File: src/rtl/ewd_pkg.sv
package ewd_pkg;
    localparam logic [7:0] KEY_FIRST  = 8'hB4;
    localparam logic [7:0] KEY_SECOND = 8'h2C;
    localparam int         CTL_BITS   = 3;

    // packed: in_en is bit 2, in_pol bit 1, run bit 0
    typedef struct packed {
        logic in_en;
        logic in_pol;
        logic run;
    } ctl_t;

    typedef enum logic {
        KEY_IDLE,
        KEY_ARMED
    } key_st_e;
endpackage

File: src/rtl/ewd_ctl.sv
module ewd_ctl
    import ewd_pkg::*;
(
    input  logic       clk,
    input  logic       rst_n,
    input  logic       wr_ctl,
    input  logic [7:0] wdata,
    output ctl_t       ctl,
    output logic       locked,
    output logic       arm
);
    typedef struct packed {
        ctl_t ctl;
        logic locked;
    } ctl_state_t;

    ctl_state_t r_d, r_q;

    always_comb begin
        r_d = r_q;
        arm = 1'b0;
        if (wr_ctl && !r_q.locked) begin
            r_d.locked = 1'b1;
            r_d.ctl    = ctl_t'(wdata[CTL_BITS-1:0]);
            arm        = wdata[0];
        end
    end

    always_ff @(posedge clk or negedge rst_n) begin
        if (!rst_n) r_q <= '0;
        else        r_q <= r_d;
    end

    assign ctl    = r_q.ctl;
    assign locked = r_q.locked;
endmodule

File: src/rtl/ewd_key.sv
module ewd_key
    import ewd_pkg::*;
#(
    parameter int SVC_TIME = 16
) (
    input  logic       clk,
    input  logic       rst_n,
    input  logic       en,
    input  logic       wr_svc,
    input  logic [7:0] wdata,
    output logic       good,
    output logic       bad
);
    localparam int WIN_W = $clog2(SVC_TIME + 1);
    localparam logic [WIN_W-1:0] WIN_LAST = WIN_W'(SVC_TIME - 1);

    typedef struct packed {
        key_st_e          st;
        logic [WIN_W-1:0] win;
    } key_state_t;

    key_state_t k_d, k_q;

    always_comb begin
        k_d  = k_q;
        good = 1'b0;
        bad  = 1'b0;
        if (!en) begin
            k_d.st  = KEY_IDLE;
            k_d.win = '0;
        end else begin
            unique case (k_q.st)
                KEY_IDLE: begin
                    if (wr_svc) begin
                        if (wdata == KEY_FIRST) begin
                            k_d.st  = KEY_ARMED;
                            k_d.win = '0;
                        end else begin
                            bad = 1'b1;
                        end
                    end
                end
                KEY_ARMED: begin
                    if (wr_svc) begin
                        k_d.st = KEY_IDLE;
                        if (wdata == KEY_SECOND) good = 1'b1;
                        else                     bad  = 1'b1;
                    end else if (k_q.win == WIN_LAST) begin
                        k_d.st = KEY_IDLE;
                    end else begin
                        k_d.win = k_q.win + 1'b1;
                    end
                end
                default: k_d.st = KEY_IDLE;
            endcase
        end
    end

    always_ff @(posedge clk or negedge rst_n) begin
        if (!rst_n) k_q <= '{st: KEY_IDLE, win: '0};
        else        k_q <= k_d;
    end
endmodule

File: src/rtl/ewd_timer.sv
module ewd_timer #(
    parameter int TIMEOUT = 1000,
    localparam int CNT_W  = $clog2(TIMEOUT + 1)
) (
    input  logic             clk,
    input  logic             rst_n,
    input  logic             en,
    input  logic             arm,
    input  logic             good,
    input  logic             bad,
    input  logic             mon_act,
    output logic             fault,
    output logic [CNT_W-1:0] cnt
);
    localparam logic [CNT_W-1:0] LIMIT = CNT_W'(TIMEOUT);

    typedef struct packed {
        logic [CNT_W-1:0] cnt;
        logic             fault;
    } tmr_state_t;

    tmr_state_t t_d, t_q;

    always_comb begin
        t_d = t_q;
        if (arm) begin
            t_d.cnt   = '0;
            t_d.fault = 1'b0;
        end else if (en) begin
            if (good)                t_d.cnt = '0;
            else if (t_q.cnt != LIMIT) t_d.cnt = t_q.cnt + 1'b1;
            if (bad || (good && mon_act) || (t_d.cnt == LIMIT))
                t_d.fault = 1'b1;
        end
    end

    always_ff @(posedge clk or negedge rst_n) begin
        if (!rst_n) t_q <= '0;
        else        t_q <= t_d;
    end

    assign fault = t_q.fault;
    assign cnt   = t_q.cnt;
endmodule

File: src/rtl/ewd_monitor.sv
module ewd_monitor
    import ewd_pkg::*;
#(
    parameter int TIMEOUT  = 1000,
    parameter int SVC_TIME = 16
) (
    input  logic       clk,
    input  logic       rst_n,
    input  logic       bus_we,
    input  logic       bus_addr,
    input  logic [7:0] bus_wdata,
    output logic [7:0] bus_rdata,
    input  logic       mon_in,
    output logic       fault_out
);
    localparam logic ADDR_CTL = 1'b0;
    localparam int   CNT_W    = $clog2(TIMEOUT + 1);

    ctl_t             ctl;
    logic             locked;
    logic             arm;
    logic             svc_good;
    logic             svc_bad;
    logic             mon_act;
    logic [CNT_W-1:0] tmr_cnt;

    ewd_ctl u_ctl (
        .clk    (clk),
        .rst_n  (rst_n),
        .wr_ctl (bus_we && bus_addr == ADDR_CTL),
        .wdata  (bus_wdata),
        .ctl    (ctl),
        .locked (locked),
        .arm    (arm)
    );

    ewd_key #(.SVC_TIME(SVC_TIME)) u_key (
        .clk    (clk),
        .rst_n  (rst_n),
        .en     (ctl.run),
        .wr_svc (bus_we && bus_addr != ADDR_CTL),
        .wdata  (bus_wdata),
        .good   (svc_good),
        .bad    (svc_bad)
    );

    assign mon_act = ctl.in_en && (ctl.in_pol ? mon_in : !mon_in);

    ewd_timer #(.TIMEOUT(TIMEOUT)) u_tmr (
        .clk     (clk),
        .rst_n   (rst_n),
        .en      (ctl.run),
        .arm     (arm),
        .good    (svc_good),
        .bad     (svc_bad),
        .mon_act (mon_act),
        .fault   (fault_out),
        .cnt     (tmr_cnt)
    );

    assign bus_rdata = (bus_addr == ADDR_CTL) ? {{(8-CTL_BITS){1'b0}}, ctl} : 8'h00;
endmodule

File: config.mk
export PLATFORM = sky130hd
export DESIGN_NAME = ewd_monitor
export DESIGN_NICKNAME = d
export VERILOG_FILES = /design/src/rtl/ewd_pkg.sv /design/src/rtl/ewd_ctl.sv /design/src/rtl/ewd_key.sv /design/src/rtl/ewd_timer.sv /design/src/rtl/ewd_monitor.sv
export SDC_FILE = /design/constraint.sdc
export NUM_CORES = 1
export LEC_CHECK = 0
export BUFFER_PORTS_ARGS = -buffer_cell sky130_fd_sc_hd__buf_2
export CORE_ASPECT_RATIO = 0.8
export CORE_UTILIZATION = 56
export CTS_CLUSTER_SIZE = 24
export DETAILED_ROUTE_END_ITERATION = 16
export HOLD_SLACK_MARGIN = 0.02
export PLACE_DENSITY = 0.78
export REMOVE_ABC_BUFFERS = 1
export SETUP_SLACK_MARGIN = 0.3
export SYNTH_ARGS = -nofsm -noshare
export SYNTH_HDL_FRONTEND = slang
export SYNTH_HIERARCHICAL = 1
export SYNTH_SLANG_ARGS = --single-unit
File: constraint.sdc
create_clock -name clk -period 2.3 [get_ports clk]
set_input_delay 0.23 -clock clk [delete_from_list [all_inputs] [get_ports clk]]
set_output_delay 0.23 -clock clk [all_outputs]
set_load 0.02 [all_outputs]
==> flow_metrics.tcl <==
set metrics [dict create \
    post-route-drc-count 0 \
    detail_route.wl_per_cell_um 14.74 \
    hp-class "input pin to flip-flop" \
    clock_sinks 21 \
    synthesis.area_per_instance_um2 9.138 \
    dpl.cell_count 212 \
    drt_pre_antenna_iters 4 \
    port_buffers 16 \
    antenna_left 0 \
    antenna_cells_inserted 0 \
    status "finished clean" \
    max_cap_viol_count 0 \
    synthCells 165 \
    fillerInstances 210 \
    setup_viol 0 \
    final-seq-area_um2 528.0 \
    chipHeight_um 48.41 \
    fin_tns_setup_ps 0 \
    first_iter_violations 49 \
    peakVddDrop_uv 401.9 \
    post_dp_cell_area_um2 1587 \
    cts_buffer_depth 2 \
    post-route-period-util 0.8745 \
    global_route_wire_length_before_repair_um 5278 \
    yosysWarningCount 6 \
    drive_above_1_share 0.2663 \
    preCtsSetupSlack_ps 173.9 \
    placement_rows 16 \
    worstSetupEndpointType "flip-flop" \
    clock_latency_ps 310 \
    worst-path-max-fanout 5 \
    gr-total-overflow 0 \
    static-leakage-power_nw 0.7758 \
    clkTransAtPathRegs_ps 120 \
    cts_tree "done" \
    syn-cell-area_um2 1508 \
    numCtsBuffers 3 \
    clockRootBuffer "clkbuf_4" \
    ys_seq_area_frac 0.3485 \
    fin_max_slew_vios 0 \
    route.final.wire_length_um 3243 \
    grt_start_max_net_pins 24 \
    core_area_um2 2502 \
    grt.total_usage 0.2428 \
    worst_slack_ps 288.5 \
    final_core_utilization 0.6650 \
    post-route-min-period_ps 2011 \
    vias 1273 \
    initial_core_util 0.6025 \
    cp-start-kind "flip-flop" \
    arrival_time_reported_for_the_critical_path_endpoint_ps 2270 \
    grt_setup_unrepaired "yes" \
    io_pins 22 \
    grt_antenna_before_repair 0 \
    postSynthRegisterBits 21 \
    vias_per_cell 5.786 \
    hold_viol_final 0 \
    place.gp.congestion 0.8728 \
    die_width_um 60.01 \
    layout.cells.non_filler 220 \
    mostFrequentLayoutCell "nor2_1" \
    fin_worst_skew_ps 7.178 \
    p_total_mw 1.167 \
    synthDistinctLibCells 51 \
    finalNetCount 202 \
    area_delta_synth_final_pct 10.37 \
    via_count_of_the_first_global_routing_pass 1192 \
    final.hold.worst_slack_ps 158.8 \
    crit_required_ps 2560 \
    clock_tree.htree_level_count 1 \
    dieArea_um2 2905 \
    stdcell_area_um2 1664 \
    max_clock_freq_ghz 0.4972 \
    layout_common_cells "22 x nor2_1, 19 x dfrtp_1, 16 x buf_2" \
    multi_input_comb_area_um2 918.4 \
    cellPowerDensity_nw_per_um2 701.3 \
    criticalPathCategory "flip-flop to flip-flop" \
    place_hpwl_um 2270 \
]
critical path, stage by stage, from the launching register on:
cell and delay [ps]:
dfrtp_2 430, inv_2 70, ha_4 120, nand3b_1 100, or4_4 600, mux2_4 330
nor4_2 140, a41o_1 180
synth_stat cells, drive strengths merged:
| cell | instances | area (um2) |
|---|---|---|
| ha | 4 | 50.05 |
| clkbuf | 3 | 11.26 |
| a311oi | 1 | 8.760 |
| nand4b | 3 | 32.53 |
| or4 | 1 | 7.510 |
| and4bb | 2 | 25.02 |
| a22oi | 2 | 15.01 |
| mux2i | 2 | 20.02 |
| mux2 | 8 | 116.4 |
| a21boi | 1 | 7.510 |
| xnor2 | 3 | 26.28 |
| nor2b | 8 | 60.06 |
| nand4 | 2 | 12.51 |
| a21o | 4 | 32.53 |
| nor2 | 22 | 82.58 |
| or2 | 1 | 6.260 |
| nor4 | 4 | 31.28 |
| o21a | 1 | 7.510 |
| a41o | 1 | 10.01 |
| o31a | 1 | 8.760 |
| o21ai | 7 | 35.03 |
| nor3 | 2 | 10.01 |
| xor2 | 3 | 26.28 |
| nor3b | 1 | 7.510 |
| nand2 | 12 | 45.04 |
| a21oi | 7 | 35.03 |
| dfrtp | 21 | 525.5 |
| conb | 1 | 3.750 |
| a211oi | 1 | 7.510 |
| o211ai | 1 | 7.510 |
| nand3b | 2 | 15.01 |
| and2 | 3 | 18.77 |
| o2111ai | 1 | 8.760 |
| o2bb2ai | 1 | 8.760 |
| nand2b | 4 | 25.02 |
| a31o | 1 | 8.760 |
| inv | 5 | 18.77 |
| and3 | 5 | 38.78 |
| nand3 | 5 | 25.02 |
| buf | 8 | 65.06 |
cell families after synthesis:
group,share of synthesized area
compound gates,0.1336
xor+xnor,0.03486
fa+ha+maj,0.03320
buf+inv,0.06307
flops,0.3485
mux,0.09046
other cells,0.002487
simple gates,0.2938
path summary, 6_finish.rpt:
check                             startpoint           end  slack [ps]  cells after the start
worst max-delay path            u_tmr/cnt[1]   u_tmr/fault         290                      7
worst min-delay path            bus_wdata[2]  u_ctl/ctl[2]         160                      2
worst max register to register  u_tmr/cnt[1]   u_tmr/fault         290                      7
worst min register to register  u_key/k_q[4]  u_key/k_q[4]         530                      1
max in group asynchronous              rst_n  u_tmr/cnt[2]        1530                      2
min in group asynchronous              rst_n  u_tmr/cnt[8]         400                      2
per-layer routing:
metal,up-vias,track usage,share of wire
li1,612,-,-
met1,587,0.3247,0.46
met2,65,0.3667,0.43
met3,9,0.06952,0.082
met4,0,0.09690,0.019
met5,-,0,0
timing repair:
action	in CTS	in global routing
hold buffers	1	0
setup endpoints to repair	1	1
endpoints found under the hold margin	21	0
resized for setup	3	4
pin swaps	0	4
setup buffers	3	0
cell type report:
class                           instances  area share
Clock buffer                            4     0.01579
Timing Repair Buffer                   22     0.07669
Multi-Input combinational cell        132      0.5519
Sequential cell                        21      0.3173
Inverter                                5     0.01128
Tap cell                               36     0.02707
state kept, by name, summed over array words and instances, names as in the netlist:
signal        flops
u_tmr/fault       1
u_ctl/ctl         3
u_ctl/locked      1
u_key/k_q         6
u_tmr/cnt        10
report_power, final:
group / total, mW / internal (mW) / switching (mW)
combinational: 0.503 / 0.228 / 0.275
clock: 0.182 / 0.0679 / 0.114
sequential: 0.482 / 0.428 / 0.0542
total: 1.17 / 0.724 / 0.443
(Power assumes the default switching activity.)
